### src/rtl/svc_wdog_pkg.sv
package svc_wdog_pkg;

    typedef enum logic {
        SEL_LONG  = 1'b0,
        SEL_SHORT = 1'b1
    } period_sel_e;

    typedef struct packed {
        logic fault_n;
        logic long_first;
    } wd_flags_t;

endpackage

### src/rtl/svc_wdog_sync.sv
module svc_wdog_sync #(
    parameter int STAGES = 2
) (
    input  logic clk_i,
    input  logic rst_ni,
    input  logic d_i,
    output logic q_o
);
    logic [STAGES-1:0] ff_d, ff_q;

    generate
        if (STAGES == 1) begin : g_one
            always_comb ff_d = d_i;
        end else begin : g_chain
            always_comb ff_d = {ff_q[STAGES-2:0], d_i};
        end
    endgenerate

    always_ff @(posedge clk_i or negedge rst_ni) begin
        if (!rst_ni) ff_q <= '0;
        else         ff_q <= ff_d;
    end

    assign q_o = ff_q[STAGES-1];
endmodule

### src/rtl/svc_wdog_edge.sv
module svc_wdog_edge (
    input  logic clk_i,
    input  logic rst_ni,
    input  logic lvl_i,
    output logic edge_o
);
    logic prev_d, prev_q;

    always_comb prev_d = lvl_i;

    always_ff @(posedge clk_i or negedge rst_ni) begin
        if (!rst_ni) prev_q <= 1'b0;
        else         prev_q <= prev_d;
    end

    assign edge_o = lvl_i ^ prev_q;
endmodule

### src/rtl/svc_wdog_count.sv
module svc_wdog_count #(
    parameter int LONG_TICKS  = 1600,
    parameter int SHORT_TICKS = 100
) (
    input  logic clk_i,
    input  logic rst_ni,
    input  logic clear_i,
    input  logic tick_i,
    input  logic use_short_i,
    output logic hit_o,
    output logic fire_o
);
    localparam int CW = $clog2(LONG_TICKS + 1);
    localparam logic [CW-1:0] LONG_LAST  = CW'(LONG_TICKS - 1);
    localparam logic [CW-1:0] SHORT_LAST = CW'(SHORT_TICKS - 1);

    typedef struct packed {
        logic [CW-1:0] cnt;
        logic          fire;
    } cnt_state_t;

    cnt_state_t st_d, st_q;
    logic [CW-1:0] last_val;
    logic          hit;

    always_comb begin
        st_d     = st_q;
        last_val = use_short_i ? SHORT_LAST : LONG_LAST;
        hit      = 1'b0;
        st_d.fire = 1'b0;
        if (clear_i) begin
            st_d.cnt = '0;
        end else if (tick_i) begin
            if (st_q.cnt >= last_val) begin
                hit       = 1'b1;
                st_d.cnt  = '0;
                st_d.fire = 1'b1;
            end else begin
                st_d.cnt = st_q.cnt + 1'b1;
            end
        end
    end

    always_ff @(posedge clk_i or negedge rst_ni) begin
        if (!rst_ni) st_q <= '0;
        else         st_q <= st_d;
    end

    assign hit_o  = hit;
    assign fire_o = st_q.fire;


    count_restart_chk: assert property (@(posedge clk_i) disable iff (!rst_ni)
        clear_i |=> (st_q.cnt == '0));


    cnt_bound_chk: assert property (@(posedge clk_i) disable iff (!rst_ni)
        st_q.cnt <= LONG_LAST);
endmodule

### src/rtl/svc_watchdog.sv
module svc_watchdog
    import svc_wdog_pkg::*;
#(
    parameter int LONG_TICKS  = 1600,
    parameter int SHORT_TICKS = 100,
    parameter int SYNC_STAGES = 2
) (
    input  logic clk_i,
    input  logic rst_ni,
    input  logic tick_i,
    input  logic wdi_i,
    input  logic wd_off_i,
    input  logic short_sel_i,
    input  logic supply_low_i,
    input  logic rst_active_i,
    input  logic rst_release_i,
    output logic timeout_req_o,
    output logic fault_n_o
);
    logic      wdi_s, wd_edge, hit, fire, clear, use_short;
    wd_flags_t fl_d, fl_q;

    svc_wdog_sync #(.STAGES(SYNC_STAGES)) i_sync (
        .clk_i (clk_i),
        .rst_ni(rst_ni),
        .d_i   (wdi_i),
        .q_o   (wdi_s)
    );

    svc_wdog_edge i_edge (
        .clk_i (clk_i),
        .rst_ni(rst_ni),
        .lvl_i (wdi_s),
        .edge_o(wd_edge)
    );

    always_comb begin
        clear     = supply_low_i | rst_active_i | wd_off_i | wd_edge;
        use_short = (period_sel_e'(short_sel_i) == SEL_SHORT) && !fl_q.long_first;
    end

    svc_wdog_count #(
        .LONG_TICKS (LONG_TICKS),
        .SHORT_TICKS(SHORT_TICKS)
    ) i_count (
        .clk_i      (clk_i),
        .rst_ni     (rst_ni),
        .clear_i    (clear),
        .tick_i     (tick_i),
        .use_short_i(use_short),
        .hit_o      (hit),
        .fire_o     (fire)
    );

    always_comb begin
        fl_d = fl_q;
        if (rst_release_i)  fl_d.long_first = 1'b1;
        else if (wd_edge)   fl_d.long_first = 1'b0;
        if (hit)                         fl_d.fault_n = 1'b0;
        if (wd_edge || supply_low_i)     fl_d.fault_n = 1'b1;
    end

    always_ff @(posedge clk_i or negedge rst_ni) begin
        if (!rst_ni) fl_q <= '{fault_n: 1'b1, long_first: 1'b1};
        else         fl_q <= fl_d;
    end

    assign timeout_req_o = fire;
    assign fault_n_o     = fl_q.fault_n;


    req_fault_low_chk: assert property (@(posedge clk_i) disable iff (!rst_ni)
        timeout_req_o |-> !fault_n_o);


    off_no_req_chk: assert property (@(posedge clk_i) disable iff (!rst_ni)
        wd_off_i |=> !timeout_req_o);


    supply_fault_high_chk: assert property (@(posedge clk_i) disable iff (!rst_ni)
        supply_low_i |=> fault_n_o);


    hold_no_req_chk: assert property (@(posedge clk_i) disable iff (!rst_ni)
        (supply_low_i || rst_active_i) |=> !timeout_req_o);


    req_single_chk: assert property (@(posedge clk_i) disable iff (!rst_ni)
        timeout_req_o |=> !timeout_req_o);
endmodule

### config.mk
export PLATFORM = sky130hd
export DESIGN_NAME = svc_watchdog
export DESIGN_NICKNAME = d
export VERILOG_FILES = /design/src/rtl/svc_wdog_pkg.sv /design/src/rtl/svc_wdog_sync.sv /design/src/rtl/svc_wdog_edge.sv /design/src/rtl/svc_wdog_count.sv /design/src/rtl/svc_watchdog.sv
export SDC_FILE = /design/constraint.sdc
export NUM_CORES = 1
export LEC_CHECK = 0
export ABC_AREA = 1
export BUFFER_PORTS_ARGS = -buffer_cell sky130_fd_sc_hd__buf_4
export CAP_MARGIN = 25
export CORE_MARGIN = 4
export CORE_UTILIZATION = 60
export CTS_CLUSTER_SIZE = 16
export DETAILED_ROUTE_END_ITERATION = 16
export PLACE_DENSITY = 0.91
export SYNTH_ARGS = -nofsm -noshare
export SYNTH_HDL_FRONTEND = slang
export SYNTH_HIERARCHICAL = 1
export SYNTH_SLANG_ARGS = --single-unit
### constraint.sdc
create_clock -name clk_i -period 4.9 [get_ports clk_i]
set_clock_uncertainty 0.15 [all_clocks]
set_input_delay 0.98 -clock clk_i [delete_from_list [all_inputs] [get_ports clk_i]]
set_output_delay 0.98 -clock clk_i [all_outputs]
set_load 0.01 [all_outputs]
Yosys cells after proc, flatten, opt, wreduce, memory -nomap -nowiden
Cells that the tools add are included.
{"block": "classes", "n_addsub": 1, "n_lt_le_gt_ge": 1, "muxes": 12, "n_bitwise": 4, "reduce_logical": 6}
{"operator": "$mux W11", "n": 3}
{"operator": "$mux W12", "n": 1}
{"operator": "$add A11 B1 Y11 const B", "n": 1}
{"operator": "$ge A11 B11 Y1", "n": 1}
{"operator": "$mux W1", "n": 8}
{"operator": "$reduce_bool A2 Y1", "n": 3}
{"operator": "$or A1 B1 Y1", "n": 3}
{"operator": "$logic_and A1 B1 Y1", "n": 1}
{"operator": "$logic_not A1 Y1", "n": 1}
{"operator": "$logic_or A1 B1 Y1", "n": 1}
{"operator": "$xor A1 B1 Y1", "n": 1}
{"block": "word_totals", "reg_bits": 17, "inputBits": 9, "out_inout_bits": 2, "wordCells": 30}

Longest topological paths before layout
Gate-level depths: netlist (run 1).
{"block": "depth", "ltp_word": 9, "depth_mapped": 16, "mapped_depth_nobuf": 15}

Hierarchy
The synthesis (run 1) kept the hierarchy.
{"module": "svc_wdog_count", "instances": 1, "cells_each": 143, "area_per_inst_um2": 935.9, "seq_area_each_um2": 300.3}
{"module": "svc_watchdog", "instances": 1, "cells_each": 14, "area_per_inst_um2": 100.1, "seq_area_each_um2": 52.6}
{"module": "svc_wdog_sync", "instances": 1, "cells_each": 2, "area_per_inst_um2": 50.0, "seq_area_each_um2": 50.0}
{"module": "svc_wdog_edge", "instances": 1, "cells_each": 6, "area_per_inst_um2": 43.8, "seq_area_each_um2": 25.0}

Worst setup path before layout (run 1)
OpenSTA, ideal clock, no wires.
{"block": "synth_path", "path_type": "input to register", "startpoint": "in short_sel_i", "endpoint": "reg fl_q, in the netlist fault_n_o", "setup_ns": 0.060, "arrival_ns": 2.400, "t_required_ns": 4.690, "setup_slack_ns": 2.290, "path_stages": 16, "n_path_buf": 1, "path_cell_list": "inv_1 > nor2_1 > inv_1 > ha_1 > nand2_1 > inv_1 > nand2_1 > nand2_1 > nand2_1 > nand3_2 > nor2_2 > buf_6 > nor2_1 > inv_1 > nand2_1 > nand2_1"}
{"block": "synth_between", "elab_chain_len": 7}
{"item": "start, declared", "line_no": "svc_watchdog.sv:13", "rtl": "input logic short_sel_i,"}
{"item": "$logic_and A1 B1 Y1", "line_no": "svc_watchdog.sv:39", "rtl": "use_short = (period_sel_e'(short_sel_i) == SEL_SHORT) && !fl_q.long_first;"}
{"item": "net use_short", "line_no": "svc_watchdog.sv:20", "rtl": "logic wdi_s, wd_edge, hit, fire, clear, use_short;"}
{"item": "$mux W11", "line_no": "svc_wdog_count.sv:28", "rtl": "last_val = use_short_i ? SHORT_LAST : LONG_LAST;"}
{"item": "$ge A11 B11 Y1", "line_no": "svc_wdog_count.sv:34", "rtl": "if (st_q.cnt >= last_val) begin"}
{"item": "$mux W1", "line_no": "svc_wdog_count.sv:34"}
{"item": "$mux W1", "line_no": "svc_wdog_count.sv:33", "rtl": "end else if (tick_i) begin"}
{"item": "$mux W1", "line_no": "svc_wdog_count.sv:31", "rtl": "if (clear_i) begin"}
{"item": "net hit", "line_no": "svc_watchdog.sv:20"}
{"item": "$reduce_bool A2 Y1 (no source line)"}
{"item": "end signal, assigned", "line_no": "svc_watchdog.sv:64", "rtl": "if (!rst_ni) fl_q <= '{fault_n: 1'b1, long_first: 1'b1};"}
{"item": "end signal, assigned", "line_no": "svc_watchdog.sv:65", "rtl": "else fl_q <= fl_d;"}
{"item": "end, declared", "line_no": "svc_watchdog.sv:21", "rtl": "wd_flags_t fl_d, fl_q;"}
The timed path passes the listed nets, and every way through them passes these cells.
A chain may end at the register's enable or synchronous reset.

Final worst setup path (run 1)
Same ends and word-level chain as after synthesis.

==> results of run 1 <==
## power groups by stage
stage	logic [W]	registers, W	clock network [W]
after floorplan	0.00000827	0.000146	0
after global placement	0.0000168	0.000147	0
after detailed placement	0.0000178	0.000147	0
after CTS	0.0000179	0.000144	0.0000769
after global routing	0.0000205	0.000144	0.0000835
final	0.0000178	0.000144	0.0000727
## cells in the mapped netlist, types with 2 or more instances
cell	instances
sky130_fd_sc_hd__o21ai_0	2
sky130_fd_sc_hd__nor2_2	3
sky130_fd_sc_hd__nand3_2	2
sky130_fd_sc_hd__nand2_1	64
sky130_fd_sc_hd__nand2_2	3
sky130_fd_sc_hd__nand4_1	4
sky130_fd_sc_hd__a21oi_1	6
sky130_fd_sc_hd__ha_1	7
sky130_fd_sc_hd__inv_2	2
sky130_fd_sc_hd__inv_1	19
sky130_fd_sc_hd__nor2_1	22
sky130_fd_sc_hd__dfstp_2	2
sky130_fd_sc_hd__dfrtp_1	15
sky130_fd_sc_hd__nand3_1	7
## sequential cells by signal, indices dropped and copies added (netlist names)
register and cells:
i_count/st_q 11, i_sync/ff_q 2, fault_n_o 1, fl_q 1, i_count/fire_o 1, i_edge/prev_q 1
## critical path: cells and delay by family
kind / cells / cell delay, ns
fa+ha+maj: 1 / 0.32
buf+inv: 5 / 0.31
simple gates: 10 / 1.27
## metal layers
| metal | track usage, % | vias up | part of all wire (%) |
|---|---|---|---|
| li1 | - | 530 | - |
| met1 | 29.2 | 470 | 42 |
| met2 | 35.2 | 51 | 48 |
| met3 | 3.79 | 8 | 6.9 |
| met4 | 13.1 | 0 | 3.1 |
| met5 | 0 | - | 0 |
## kinds of logic (layout without fill, tap and decap cells)
family	Yosys count	after routing	share of synthesized area [%]
xor gates and xnor gates	2	2	1.55
buffers and inverters	24	35	9.19
and+or+nand+nor	106	106	39.4
adders and majority gates	7	7	7.75
AOI/OAI and AO/OA	9	9	4.21
DFF	17	17	37.9
## layout make-up
class                      count  area (sq um)  share of cell area, %
clock buffer                   4          26.3                   2.12
inverter                      21          78.8                   6.37
multi-input combinational    124           598                   48.3
sequential                    17           428                   34.6
tap                           25          31.3                   2.53
timing repair buffer          10          75.1                   6.07
## metrics by stage
step	power [W]	cells	worst slack [ns]
5_1_grt	0.000248	201	1.91
6_report	0.000235	201	2.11
3_3_place_gp	0.000163	197	1.97
3_5_place_dp	0.000165	197	1.81
2_1_floorplan	0.000155	165	2.29
4_1_cts	0.000239	201	2.13
## path summary, 6_finish.rpt
check | from | end | slack (ns)
min | i_sync/ff_q[0]$_DFF_PN0_ | i_sync/ff_q[1]$_DFF_PN0_ | 0.22
min reg2reg | i_sync/ff_q[0]$_DFF_PN0_ | i_sync/ff_q[1]$_DFF_PN0_ | 0.22
max | short_sel_i | fault_n_o$_DFFE_PN1P_ | 2.11
max reg2reg | fl_q[0]$_DFFE_PN1P_ | fault_n_o$_DFFE_PN1P_ | 2.50
min in group asynchronous | rst_ni | i_sync/ff_q[0]$_DFF_PN0_ | 0.38
max in group asynchronous | rst_ni | fl_q[0]$_DFFE_PN1P_ | 3.97
==> run summary, run 1 <==
The run finished with clean final reports. Combinational power share: 7.6%. The most used flip-flop cell after synthesis is sky130_fd_sc_hd__dfrtp_1. In this run the worst path has a maximum fanout of 12. Type of origin of the critical path: an input pin.

Final cell area excluding filler cells: 1240 sq um. After clock tree synthesis, the flow added hold-fix buffers numbering 0. The number of nets handed over by synthesis was 181.

Summing the sequential cell areas from Yosys gives 37.9% of the chip area. The Yosys step of the flow raised 6 warnings. Clock-pin slew was measured on the worst setup and hold paths at 0.09 ns. After floorplanning, the core was sized to cover 1760 sq um.

In the layout the commonest cells are sky130_fd_sc_hd__nand2_1 (64), sky130_fd_sc_hd__nor2_1 (22), sky130_fd_sc_hd__inv_1 (19). In this run the cell area measured after placement is 1210 sq um. The effective utilization at floorplan is 64.0%. For the total global routing overflow, the log shows 0. In this run the vertical extent of the chip is 51.4 um. Counting instances, the worst hold path has a depth of 0. At the end of routability-driven placement, the weighted congestion stood at 0.943.

The tools report the number of CTS-inserted buffers as 3. For the max-capacitance violation count, the log shows 0. Measured in cells, the most critical reg-to-reg path has a length of 14. Clock latency on the worst-skew pair: 0.29 ns. The maximum operating frequency is 358 MHz, and the count of final hold-check violations is 0. Detailed placer's ending HPWL: 1860 um. The net switching power of the design is 0.0000527 W. In this run the tightest slew margin relative to its limit is 53.4%. The data arrival time of the worst path was 2.88 ns; the register bit count reported by yosys was 17. The core utilization of the finished layout was 70.1%; the final max-slew violation count was 0. TritonCTS built the clock tree. The average footprint of a synthesized cell came out at 6.85 sq um. The CTS H-tree depth was 1; the fraction of layout cells with a size suffix above 1 was 14.2%. Compared with the post-synthesis result, the final layout area differs by 9.52%. The routed design could run at a clock period as short as 2.79 ns. The die footprint was 2640 sq um; the clock share of power was 31.0%. Counting the fill cells in the layout gives 142. For this run, design rule violations remaining after detail routing come to 0.

Slowest cell on the critical path: sky130_fd_sc_hd__nor2_2. Final hold analysis gives a worst-case slack of 0.219 ns. Buffer type at the clock tree root: sky130_fd_sc_hd__clkbuf_4.

By startpoint and endpoint, the worst setup path is classified as in -> reg. Fraction of power spent switching nets: 22.4%. In this run the deepest clock path goes through 2 buffers. The average routed wire per standard cell is 12.4 um.

In the routed layout, each cell is associated on average with a via count of 5.27. The run gives 0 ns as the setup TNS after final layout. The most common cell after layout, fill and taps aside is sky130_fd_sc_hd__nand2_1. The first routing iteration left 45 violations. Summing over every cut layer, the via total after detailed routing is 1059. The cell area after synthesis was 1130 sq um; the via count of the first global-routing pass was 1040. The post-synthesis cell type with the largest combined area was sky130_fd_sc_hd__dfrtp_1. The setup fix buffers added after clock tree synthesis was 0.

The dominant cell type by count on the critical path is sky130_fd_sc_hd__nand2_1. The global routing usage summed across all routing layers is 22.5%. Measured along the x axis, the die boundary spans 51.4 um. The count of buffers added on input and output ports is 10. The portion of the clock cycle consumed by the worst path in the final layout came out at 57.0%. The first TritonRoute pass finished after 5 iterations. Gates resized during post-CTS repair numbered 0. The final layout contains 193 nets. The cell count after synthesis came out at 165. In this run the core area contains 15 standard-cell rows. Traced cell by cell, the critical path runs through buf_4 -> inv_1 -> nor2_1 -> inv_1 -> ha_1 -> nand2_1 -> inv_1 -> nand2_1 -> nand2_1 -> nand2_1 -> nand3_2 -> nor2_2 -> nor2_1 -> inv_1 -> nand2_1 -> nand2_1. For the maximum vdd drop, the log shows 167 uV.

Setup repair after global routing left no endpoint under its margin. For the standby leakage power, the log shows 0.636 nW. After synthesis, the cell types taking the most area are sky130_fd_sc_hd__dfrtp_1 (33%), sky130_fd_sc_hd__nand2_1 (21%), sky130_fd_sc_hd__ha_1 (7.8%). Counting flops with an async set or reset pin after synthesis yields a share of 100%. In this run the power density over the cells is 190 nW/um^2. The transition time at the pin with the least slew margin was 0.697 ns. The detail route stage leaves a number of antenna-violating nets equal to 0.

For the antenna diode count, the log shows 0. The logs give 4350 um for the global-route wire length before repair and 17 for the CTS sink count. The wire length after detailed routing was 2490 um; the data required time of the critical path was 4.99 ns.

The top-area cell type share of the netlist area was 33.2%. In this run the count of I/O pins placed on the die edge is 11. For the distinct cell type count after synthesis, the log shows 21. The sort of element at the end of the critical path is a register.

The number of enable-type register cells in the synthesized netlist is 0. Setup violations remaining at the end of the flow were counted as 0. For the maximum number of pins on one net before global-route repair, the log shows 18. The largest single stage delay on the critical path is 0.39 ns. The worst min-delay path class was reg -> reg.

In this run, flip-flops and latches consume 61.4% of the power. The internal power of the cells totals 0.000182 W. Number of antenna violations at the first check in global routing: 0.
Power figures use the tool's default switching activity.
==> run 2: changes to the inputs <==
- CORE_UTILIZATION: 60 -> 52
- PLACE_DENSITY: 0.91 -> 0.84
- clock period: 4.9 -> 2.2 ns (I/O delays scaled with it)
==> run summary, run 2 (synthesis gave the netlist of run 1 again) <==
The routed via count is 1142 (+7.8%). The total buffers and inverters traversed by the critical path is 2 (-3). The path class of the tightest hold or removal check is in -> reg.

The delay of the slowest critical-path stage works out to 0.54 ns (+0.15 ns). The site row count was 16 (+1). For the final critical-path setup slack, the log shows 0.0492 ns (-2.06 ns).

The tools report the startpoint of the most critical hold path as wdi_i. More flip-flops sit in one register than any other, and that register is i_count/st_q. The tools report the CTS sink count as 17 (unchanged). The power per unit of standard cell area is 392 nW/um^2 (+110%), and the global placer's final weighted congestion is 0.943 (about the same). Maximum fanout along the worst path: 6 (-6). The tools report the data required time of the critical path as 2.30 ns (-2.69 ns). The run gives 159 (+12%) as the final-layout fill cell count.

Slowest cell on the critical path: sky130_fd_sc_hd__dfstp_2. The final max-slew violation count is 0 (unchanged). The average routed wire per standard cell is 14.0 um (+13%). The die footprint was 2980 sq um (+13%); the maximum operating frequency was 465 MHz. The library cell used most frequently in the layout, excluding fill and tap cells, is sky130_fd_sc_hd__nand2_1. The data arrival time of the worst path is 2.25 ns (-0.63 ns), and the area growth from synthesis to layout is 23.9%. The run gives 0 (unchanged) as the max-capacitance violation count. Origin of the worst setup path: fl_q[0]$_DFFE_PN1P_.

The number of flip-flops in the largest register works out to 11 (unchanged). The tools report the clock latency on the worst-skew pair as 0.30 ns (about the same). The detail-routed via count per cell works out to 5.44 (+3.2%). In this run the critical register-to-register path is launched from fl_q[0]$_DFFE_PN1P_.

The largest registers in the layout are i_count/st_q: 11 flops, i_sync/ff_q: 2 flops. The global routing usage summed across all routing layers came out at 21.0% (-1.5 points). Broken down by cell family, the worst path's largest delay share belongs to simple AND/OR/NAND/NOR gates. The run gives 0.681 nW (+7.1%) as the standby leakage power.

The run gives 2930 um (+18%) as the wire length after detailed routing. The setup path with the least slack is of type reg -> reg. In this design, the critical path's most frequently occurring cell is sky130_fd_sc_hd__nand2_1.

The tools report the maximum number of pins on one net before global-route repair as 18 (unchanged). The worst setup path is launched from a register. Number of I/O port buffers: 10 (unchanged).

The run gives -0.167 ns (-1.98 ns) as the setup slack after placement. For the total I/O pin count, the log shows 11 (unchanged). The logs give 67 (+49%) for the DRC violation total after the first TritonRoute iteration and 0 (unchanged) for the antenna diode count. The run finished with clean final reports. The number of antenna violations at the first check in global routing is 0 (unchanged). The number of stages on the worst setup path came out at 11 (-5). The worst setup path is captured at a register.

The final number of setup-violating endpoints was 0 (unchanged). TritonCTS built the clock tree. Traced cell by cell, the critical path runs through nor2_1 -> buf_6 -> ha_1 -> nand2_1 -> a21oi_1 -> nor2_1 -> nand3_2 -> nor2_4 -> clkbuf_16 -> nand2_1 -> nand2_1.

The final layout net count was 200 (+3.6%). The portion of the clock cycle consumed by the worst path in the final layout was 97.8%; the CTS H-tree depth was 1 (unchanged). The number of cells on the worst hold path works out to 1 (+1). Area of the core: 2020 sq um (+15%). The fraction of layout cells with a size suffix above 1 is 21.3% (+7.1 points), and the chip width is 54.6 um (+6.3%).

The worst slew slack as a fraction of its limit was 70.2% (+17 points). The number of CTS-inserted buffers was 3 (unchanged). CTS placed an instance of sky130_fd_sc_hd__clkbuf_4 at the clock tree root. The overall power of the completed layout came out at 0.000549 W (+130%).

The minimum clock period is 2.15 ns. For the maximum vdd drop, the log shows 498 uV (+200%). The tools report the total DRC errors in the routed layout as 0 (unchanged). The top cell types in the final layout, fill and taps aside, are sky130_fd_sc_hd__nand2_1 (64), sky130_fd_sc_hd__nor2_1 (22), sky130_fd_sc_hd__inv_1 (18).

The transition time at the pin with the least slew margin is 0.445 ns (-0.251 ns), and the count of final hold-check violations is 0 (unchanged). The CTS clock-pin slew for the worst setup and hold paths was 0.10 ns (about the same); the detailed placer's ending HPWL was 1920 um (+3.2%). The tools report the total global routing overflow as 0 (unchanged).

The count of cells along the worst register-to-register path was 11 (-3); the chip height was 54.6 um (+6.3%). For the first-pass iteration count of the detailed router, the log shows 4 (-1). The count of antenna-violating nets left after detailed routing was 0 (unchanged); the buffer depth of the longest clock path was 2 (unchanged). The tools report the global-route wire length before repair as 4420 um (+1.4%).

The via count of the first global-routing pass was 1030 (-0.96%). For the effective utilization at floorplan, the log shows 55.9% (-8.2 points).
run 2: area by class of cell:
class / instances / area (sq um) / share of cell area [%]
repair buffers: 17 / 164 / 11.7
well taps: 27 / 33.8 / 2.41
flip-flops and latches: 17 / 428 / 30.6
multi-input cells: 124 / 663 / 47.4
clock inverters: 1 / 7.51 / 0.536
clock buffers: 3 / 22.5 / 1.61
inverters: 21 / 81.3 / 5.81
run 2: metal layers:
metal	routed length (um)	track usage [%]	vias to the layer above
li1	-	-	547
met1	1130	26.5	515
met2	1480	32.5	69
met3	234	4.63	11
met4	83	12.4	0
met5	0	0	-
run 2: worst paths after layout:
path | to | slack (ns)
min reg2reg | i_sync/ff_q[1]$_DFF_PN0_ | 0.22
min in group asynchronous | i_count/st_q[3]$_DFFE_PN0P_ | 0.41
max | i_count/st_q[9]$_DFFE_PN0P_ | 0.05
max reg2reg | i_count/st_q[9]$_DFFE_PN0P_ | 0.05
min | i_sync/ff_q[0]$_DFF_PN0_ | 0.09
max in group asynchronous | fl_q[0]$_DFFE_PN1P_ | 1.24
run 2: report_power, final:
group	leakage, nW	switching, W	internal (W)	total (W)
Combinational	0.444	0.0000293	0.0000235	0.0000528
Sequential	0.224	0.00000270	0.000318	0.000321
Clock	0.0139	0.000106	0.0000694	0.000175
Total	0.681	0.000138	0.000411	0.000549
run 2: repair_timing:
action / in CTS / in global routing
hold buffers: 1 / 0
setup buffers: 0 / 2
hold endpoints to repair: 15 / 0
gates cloned: 0 / 1
pin swaps: 0 / 1
endpoints found under the setup margin: 12 / 8
resized for setup: 1 / 9
run 2: metrics by stage:
stage          hold WS (ns)  instance area [sq um]  std cells  TNS (ns)  utilization, %
2_1_floorplan      -0.00559                   1130        165         0               -
3_3_place_gp          0.159                   1240        202    -0.324            61.1
3_5_place_dp          0.163                   1240        202     -1.12            61.1
4_1_cts              0.0779                   1280        207         0            63.4
5_1_grt              0.0691                   1400        210    -0.197            69.2
6_report             0.0875                   1400        210         0            69.2
